[config.mk]
export PLATFORM = sky130hd
export DESIGN_NAME = tmr_cmp_bank
export DESIGN_NICKNAME = d
export VERILOG_FILES = /design/src/rtl/tcb_pkg.sv /design/src/rtl/tcb_regfile.sv /design/src/rtl/tcb_channel.sv /design/src/rtl/tmr_cmp_bank.sv
export SDC_FILE = /design/constraint.sdc
export NUM_CORES = 1
export LEC_CHECK = 0
export BUFFER_PORTS_ARGS = -buffer_cell sky130_fd_sc_hd__buf_2
export CAP_MARGIN = 20
export CORE_MARGIN = 2
export CORE_UTILIZATION = 54
export CTS_BUF_LIST = sky130_fd_sc_hd__clkbuf_16
export DETAILED_ROUTE_END_ITERATION = 12
export PLACE_DENSITY = 0.85
export SKIP_CTS_REPAIR_TIMING = 1
export SLEW_MARGIN = 10
export SYNTH_ARGS = -nofsm -noshare
export SYNTH_HDL_FRONTEND = slang
export SYNTH_HIERARCHICAL = 1
export SYNTH_SLANG_ARGS = --single-unit
[constraint.sdc]
create_clock -name clk -period 2.4 [get_ports clk]
set_input_delay 0.48 -clock clk [delete_from_list [all_inputs] [get_ports clk]]
set_output_delay 0.48 -clock clk [all_outputs]
set_load 0.01 [all_outputs]
[src/rtl/tcb_pkg.sv]
package tcb_pkg;

    localparam int TCB_NUM_CH    = 4;
    localparam int TCB_BYTE_W    = 8;
    localparam int TCB_CNT_W     = 16;
    localparam int TCB_ADDR_W    = 8;
    localparam int TCB_CMP_BASE  = 'h16;
    localparam int TCB_ACT_OFS   = 'h20;
    localparam int TCB_FLAG_OFS  = 'h23;

    typedef enum logic [1:0] {
        PIN_KEEP   = 2'b00,
        PIN_TOGGLE = 2'b01,
        PIN_CLEAR  = 2'b10,
        PIN_SET    = 2'b11
    } pin_act_e;

    // Offset of a channel's high byte; its low byte is the next offset.
    function automatic int hi_ofs(input int base, input int ch);
        return base + 2 * ch;
    endfunction

    // Pin level after a match, for a given action and current level.
    function automatic logic pin_next(input pin_act_e act, input logic cur);
        logic nxt;
        unique case (act)
            PIN_KEEP:   nxt = cur;
            PIN_TOGGLE: nxt = ~cur;
            PIN_CLEAR:  nxt = 1'b0;
            PIN_SET:    nxt = 1'b1;
            default:    nxt = cur;
        endcase
        return nxt;
    endfunction

endpackage

[src/rtl/tcb_regfile.sv]
module tcb_regfile
    import tcb_pkg::*;
#(
    parameter int NUM_CH   = TCB_NUM_CH,
    parameter int BYTE_W   = TCB_BYTE_W,
    parameter int ADDR_W   = TCB_ADDR_W,
    parameter int CMP_BASE = TCB_CMP_BASE
) (
    input  logic                              clk,
    input  logic                              rst,
    input  logic                              wr_en,
    input  logic [ADDR_W-1:0]                 addr,
    input  logic [BYTE_W-1:0]                 wdata,
    output logic [NUM_CH-1:0][2*BYTE_W-1:0]   cmp_val,
    output logic [NUM_CH-1:0]                 inhibit,
    output logic [BYTE_W-1:0]                 rd_byte,
    output logic                              rd_hit
);

    localparam int CNT_W = 2 * BYTE_W;

    logic [NUM_CH-1:0] hi_wr;
    logic [NUM_CH-1:0] lo_wr;

    for (genvar g = 0; g < NUM_CH; g++) begin : g_ch
        localparam logic [ADDR_W-1:0] HI_A = ADDR_W'(hi_ofs(CMP_BASE, g));
        localparam logic [ADDR_W-1:0] LO_A = ADDR_W'(hi_ofs(CMP_BASE, g) + 1);

        assign hi_wr[g] = wr_en && (addr == HI_A);
        assign lo_wr[g] = wr_en && (addr == LO_A);

        always_ff @(posedge clk) begin
            if (rst) begin
                cmp_val[g] <= '1;
                inhibit[g] <= 1'b0;
            end else begin
                inhibit[g] <= hi_wr[g];
                if (hi_wr[g]) cmp_val[g][CNT_W-1:BYTE_W] <= wdata;
                if (lo_wr[g]) cmp_val[g][BYTE_W-1:0]     <= wdata;
            end
        end


        reset_ffff_chk: assert property (@(posedge clk) disable iff (rst)
            $past(rst) |-> (cmp_val[g] == {CNT_W{1'b1}}));


        lo_keeps_hi_chk: assert property (@(posedge clk) disable iff (rst)
            (lo_wr[g] && !hi_wr[g]) |=> $stable(cmp_val[g][CNT_W-1:BYTE_W]));
    end

    always_comb begin
        rd_byte = '0;
        rd_hit  = 1'b0;
        for (int i = 0; i < NUM_CH; i++) begin
            if (addr == ADDR_W'(hi_ofs(CMP_BASE, i))) begin
                rd_byte = cmp_val[i][CNT_W-1:BYTE_W];
                rd_hit  = 1'b1;
            end
            if (addr == ADDR_W'(hi_ofs(CMP_BASE, i) + 1)) begin
                rd_byte = cmp_val[i][BYTE_W-1:0];
                rd_hit  = 1'b1;
            end
        end
    end

endmodule

[src/rtl/tcb_channel.sv]
module tcb_channel
    import tcb_pkg::*;
#(
    parameter int CNT_W = TCB_CNT_W
) (
    input  logic             clk,
    input  logic             rst,
    input  logic [CNT_W-1:0] count,
    input  logic             tick,
    input  logic [CNT_W-1:0] cmp_val,
    input  logic             inhibit,
    input  pin_act_e         action,
    input  logic             flag_clr,
    output logic             fire,
    output logic             flag,
    output logic             pin
);

    assign fire = tick && !inhibit && (count == cmp_val);

    always_ff @(posedge clk) begin
        if (rst) begin
            flag <= 1'b0;
            pin  <= 1'b0;
        end else begin
            if (fire)          flag <= 1'b1;
            else if (flag_clr) flag <= 1'b0;
            if (fire)          pin  <= pin_next(action, pin);
        end
    end


    match_sets_flag_chk: assert property (@(posedge clk) disable iff (rst)
        fire |=> flag);


    flag_sticky_chk: assert property (@(posedge clk) disable iff (rst)
        (flag && !flag_clr) |=> flag);


    pin_quiet_chk: assert property (@(posedge clk) disable iff (rst)
        !fire |=> $stable(pin));


    pin_set_chk: assert property (@(posedge clk) disable iff (rst)
        (fire && action == PIN_SET) |=> pin);


    pin_clear_chk: assert property (@(posedge clk) disable iff (rst)
        (fire && action == PIN_CLEAR) |=> !pin);


    pin_toggle_chk: assert property (@(posedge clk) disable iff (rst)
        (fire && action == PIN_TOGGLE) |=> (pin != $past(pin)));

endmodule

[src/rtl/tmr_cmp_bank.sv]
module tmr_cmp_bank
    import tcb_pkg::*;
#(
    parameter int NUM_CH   = TCB_NUM_CH,
    parameter int BYTE_W   = TCB_BYTE_W,
    parameter int ADDR_W   = TCB_ADDR_W,
    parameter int CMP_BASE = TCB_CMP_BASE,
    parameter int ACT_OFS  = TCB_ACT_OFS,
    parameter int FLAG_OFS = TCB_FLAG_OFS
) (
    input  logic                clk,
    input  logic                rst,
    input  logic                bus_valid,
    input  logic                bus_write,
    input  logic [ADDR_W-1:0]   bus_addr,
    input  logic [BYTE_W-1:0]   bus_wdata,
    output logic [BYTE_W-1:0]   bus_rdata,
    input  logic [2*BYTE_W-1:0] tmr_count,
    input  logic                tmr_tick,
    output logic [NUM_CH-1:0]   cmp_pin,
    output logic [NUM_CH-1:0]   cmp_flag
);

    // The action fields share one byte: NUM_CH must not exceed BYTE_W/2.
    localparam int CNT_W = 2 * BYTE_W;
    localparam int ACT_W = 2 * NUM_CH;
    localparam logic [ADDR_W-1:0] ACT_A  = ADDR_W'(ACT_OFS);
    localparam logic [ADDR_W-1:0] FLAG_A = ADDR_W'(FLAG_OFS);

    logic                          wr_en;
    logic                          rd_en;
    logic [NUM_CH-1:0][CNT_W-1:0]  cmp_val;
    logic [NUM_CH-1:0]             inhibit;
    logic [BYTE_W-1:0]             rf_byte;
    logic                          rf_hit;
    logic [ACT_W-1:0]              act_q;
    logic [NUM_CH-1:0]             flag_clr;
    logic [NUM_CH-1:0]             fire;

    assign wr_en = bus_valid && bus_write;
    assign rd_en = bus_valid && !bus_write;

    tcb_regfile #(
        .NUM_CH   (NUM_CH),
        .BYTE_W   (BYTE_W),
        .ADDR_W   (ADDR_W),
        .CMP_BASE (CMP_BASE)
    ) i_regfile (
        .clk     (clk),
        .rst     (rst),
        .wr_en   (wr_en),
        .addr    (bus_addr),
        .wdata   (bus_wdata),
        .cmp_val (cmp_val),
        .inhibit (inhibit),
        .rd_byte (rf_byte),
        .rd_hit  (rf_hit)
    );

    always_ff @(posedge clk) begin
        if (rst)                               act_q <= '0;
        else if (wr_en && bus_addr == ACT_A)   act_q <= bus_wdata[ACT_W-1:0];
    end

    assign flag_clr = (wr_en && bus_addr == FLAG_A) ? bus_wdata[NUM_CH-1:0] : '0;

    for (genvar g = 0; g < NUM_CH; g++) begin : g_chan
        localparam logic [ADDR_W-1:0] HI_A = ADDR_W'(hi_ofs(CMP_BASE, g));

        tcb_channel #(
            .CNT_W (CNT_W)
        ) i_chan (
            .clk      (clk),
            .rst      (rst),
            .count    (tmr_count),
            .tick     (tmr_tick),
            .cmp_val  (cmp_val[g]),
            .inhibit  (inhibit[g]),
            .action   (pin_act_e'(act_q[2*g +: 2])),
            .flag_clr (flag_clr[g]),
            .fire     (fire[g]),
            .flag     (cmp_flag[g]),
            .pin      (cmp_pin[g])
        );


        hi_write_blocks_chk: assert property (@(posedge clk) disable iff (rst)
            $past(bus_valid && bus_write && bus_addr == HI_A) |-> !fire[g]);
    end

    always_comb begin
        bus_rdata = '0;
        if (rd_en) begin
            if (rf_hit)                  bus_rdata = rf_byte;
            else if (bus_addr == ACT_A)  bus_rdata = BYTE_W'(act_q);
            else if (bus_addr == FLAG_A) bus_rdata = BYTE_W'(cmp_flag);
        end
    end


    idle_bus_zero_chk: assert property (@(posedge clk) disable iff (rst)
        !bus_valid |-> (bus_rdata == '0));

endmodule

==> flow_metrics.env <==
export IMPL_status="finished, final reports clean"
export IMPL_fp_dieH_um=103
export IMPL_gp_congestion=1.07
export IMPL_fin_ws_ps=25.3
export IMPL_hold_viol=0
export IMPL_avgSynthCellArea_um2=9.02
export IMPL_grt_max_degree=40
export IMPL_hold_start="bus_wdata[4]"
export IMPL_max_slew_margin_rel_pct=51.7
export IMPL_worstHoldPathType="in2reg"
export IMPL_io_buffer_count=52
export IMPL_dp_final_hpwl_um=11700
export IMPL_grt_total_usage_pct=30.6
export IMPL_fin_skew_ps=10.2
export IMPL_ios=53
export IMPL_maxCapViolCount=0
export IMPL_clk_pin_slew_worst_paths_ps=60
export IMPL_final_cell_area_mm2=0.00632
export IMPL_wl_met3_um=1270
export IMPL_antennaDiodeCount=0
export IMPL_wl_per_cell_um=20.0
export IMPL_dpl_cell_area_mm2=0.00592
export IMPL_rows=36
export IMPL_whs_ps=463
export IMPL_clockRootBuffer="clkbuf_16"
export IMPL_cp_end_kind="primary output"
export IMPL_reg2reg_from="i_regfile/cmp_val[61]"
export IMPL_seqCellArea_mm2=0.00168
export IMPL_ir_worst_vdd_uv=288
export IMPL_fillers=746
export IMPL_ctsHtreeMaxLevel=3
export IMPL_rsz0062_at_grt="yes"
export IMPL_p_leak_nw=2.28
export IMPL_period_share_pct=98.9
export IMPL_worstPathArrival_ps=1890
export IMPL_top_layer="met4"
export IMPL_ant_nets=0
export IMPL_drt_iter0_drc=338
export IMPL_cts_buffers_inserted=9
export IMPL_drt_met1_wl_um=6180
export IMPL_drive_gt1_share_pct=24.1
export IMPL_worst_pin_slew_ps=725
export IMPL_totalWireLength_um=15800
export IMPL_tritoncts="built"
export IMPL_start_kind="input pin"
export IMPL_cp_data_required_time_ps=1920
export IMPL_clkLatencyLatePin_ps=350
export IMPL_fp_dieArea_mm2=0.0105
export IMPL_period_needed_ps=2370
export IMPL_fmax_mhz=421
export IMPL_drt_drc_violations_left=0
export IMPL_finalNetCount=687
export IMPL_postSynthCellCount=583
export IMPL_syn_num_nets=620
export IMPL_vias_per_cell=6.31
export IMPL_syn_cell_area_mm2=0.00526
export IMPL_grt_pass1_vias=4592
export IMPL_area_delta_synth_final_pct=20.2
export IMPL_met2_length_um=7600
export IMPL_gr_total_overflow=0
export IMPL_start_util_pct=54.8
export IMPL_startpoint="bus_addr[2]"
export IMPL_slew_violations=0
export IMPL_power_density_mw_per_mm2=488
export IMPL_cts_buffer_depth=2
export IMPL_drt_pre_antenna_iters=7
export IMPL_grt_pass1_wl_um=24100
export IMPL_cts_sink_count=84
export IMPL_vias=4975
export IMPL_setup_violations=0
export IMPL_place_worst_setup_slack_ps=-88.2
export IMPL_multi_input_area_mm2=0.00339
export IMPL_antenna_found_initial=0
export IMPL_cp_max_fo=9
export IMPL_criticalPathCategory="in2out"
export IMPL_yosysWarnings=6
export IMPL_core_mm2=0.00959
export IMPL_die_w_um=103
## through the flow
stage / TNS (ps) / utilization (%) / power (mW) / std cells
floorplan: 0 / - / 1.62 / 583
global placement: 0 / 61.7 / 1.76 / 770
detailed placement: -88.2 / 61.7 / 1.77 / 770
CTS: -108 / 64.5 / 3.08 / 786
global route: -101 / 65.9 / 3.18 / 788
finish: 0 / 65.9 / 3.08 / 788
## metal layers
| layer | track usage (%) | vias to the layer above |
|---|---|---|
| met5 | 0 | - |
| met3 | 6.10 | 63 |
| met4 | 18.3 | 0 |
| met2 | 50.2 | 261 |
| met1 | 37.0 | 2389 |
| li1 | - | 2262 |
## power breakdown
| part | internal (mW) | total (mW) | switching (mW) |
|---|---|---|---|
| clock network | 0.706 | 1.31 | 0.608 |
| logic | 0.150 | 0.374 | 0.224 |
| registers | 1.39 | 1.40 | 0.00161 |
## area by class of cell
| cell class | count | area share [%] |
|---|---|---|
| Clock inverter | 7 | 0.811 |
| Tap cell | 133 | 2.63 |
| Clock buffer | 9 | 3.56 |
| Inverter | 15 | 0.891 |
| Multi-Input combinational cell | 443 | 53.7 |
| Timing Repair Buffer | 97 | 11.8 |
| Sequential cell | 84 | 26.6 |
## sequential cells by signal, indices dropped and copies added, names as in the netlist
| register | count |
|---|---|
| i_regfile/cmp_val | 64 |
| g_chan.i_chan/flag | 4 |
| act_q | 8 |
| i_regfile/inhibit | 4 |
| g_chan.i_chan/pin | 4 |
## worst max-delay path, cell delays in order
cell and delay, ps:
buf_2 170, buf_4 190, nand2b_1 260, o22ai_1 270, a2bb2oi_2 170, nand2_1 70, a21oi_2 130, buf_2 150
## placed cells by master, fill, tap and decap left out, drive strengths merged, types with 4 or more instances in the layout
cell	instances
a311oi	4
xnor2	37
clkinv	4
a21oi	23
nand3b	9
nor2b	32
mux2i	21
a211o	56
nand3	5
nand4b	13
dfxtp	84
inv	16
or2	5
nand2	20
a2bb2oi	5
nor4	6
o211ai	5
nand4	12
nor3b	12
nor3	12
and3	4
buf	96
and2	4
xor2	28
o221ai	4
nor2	50
clkbuf	10
o31ai	8
nand2b	19
or4bb	8
mux2	10
o21ai	4
o22ai	9
## final timing paths
check | end | slack (ps) | cells past startpoint
max | bus_rdata[7] | 30 | 8
min | i_regfile/cmp_val[36] | 460 | 2
max reg2reg | g_chan[3].i_chan/pin | 420 | 5
min reg2reg | g_chan[3].i_chan/flag | 500 | 2
Note: power is estimated with default switching activity, not from simulation.
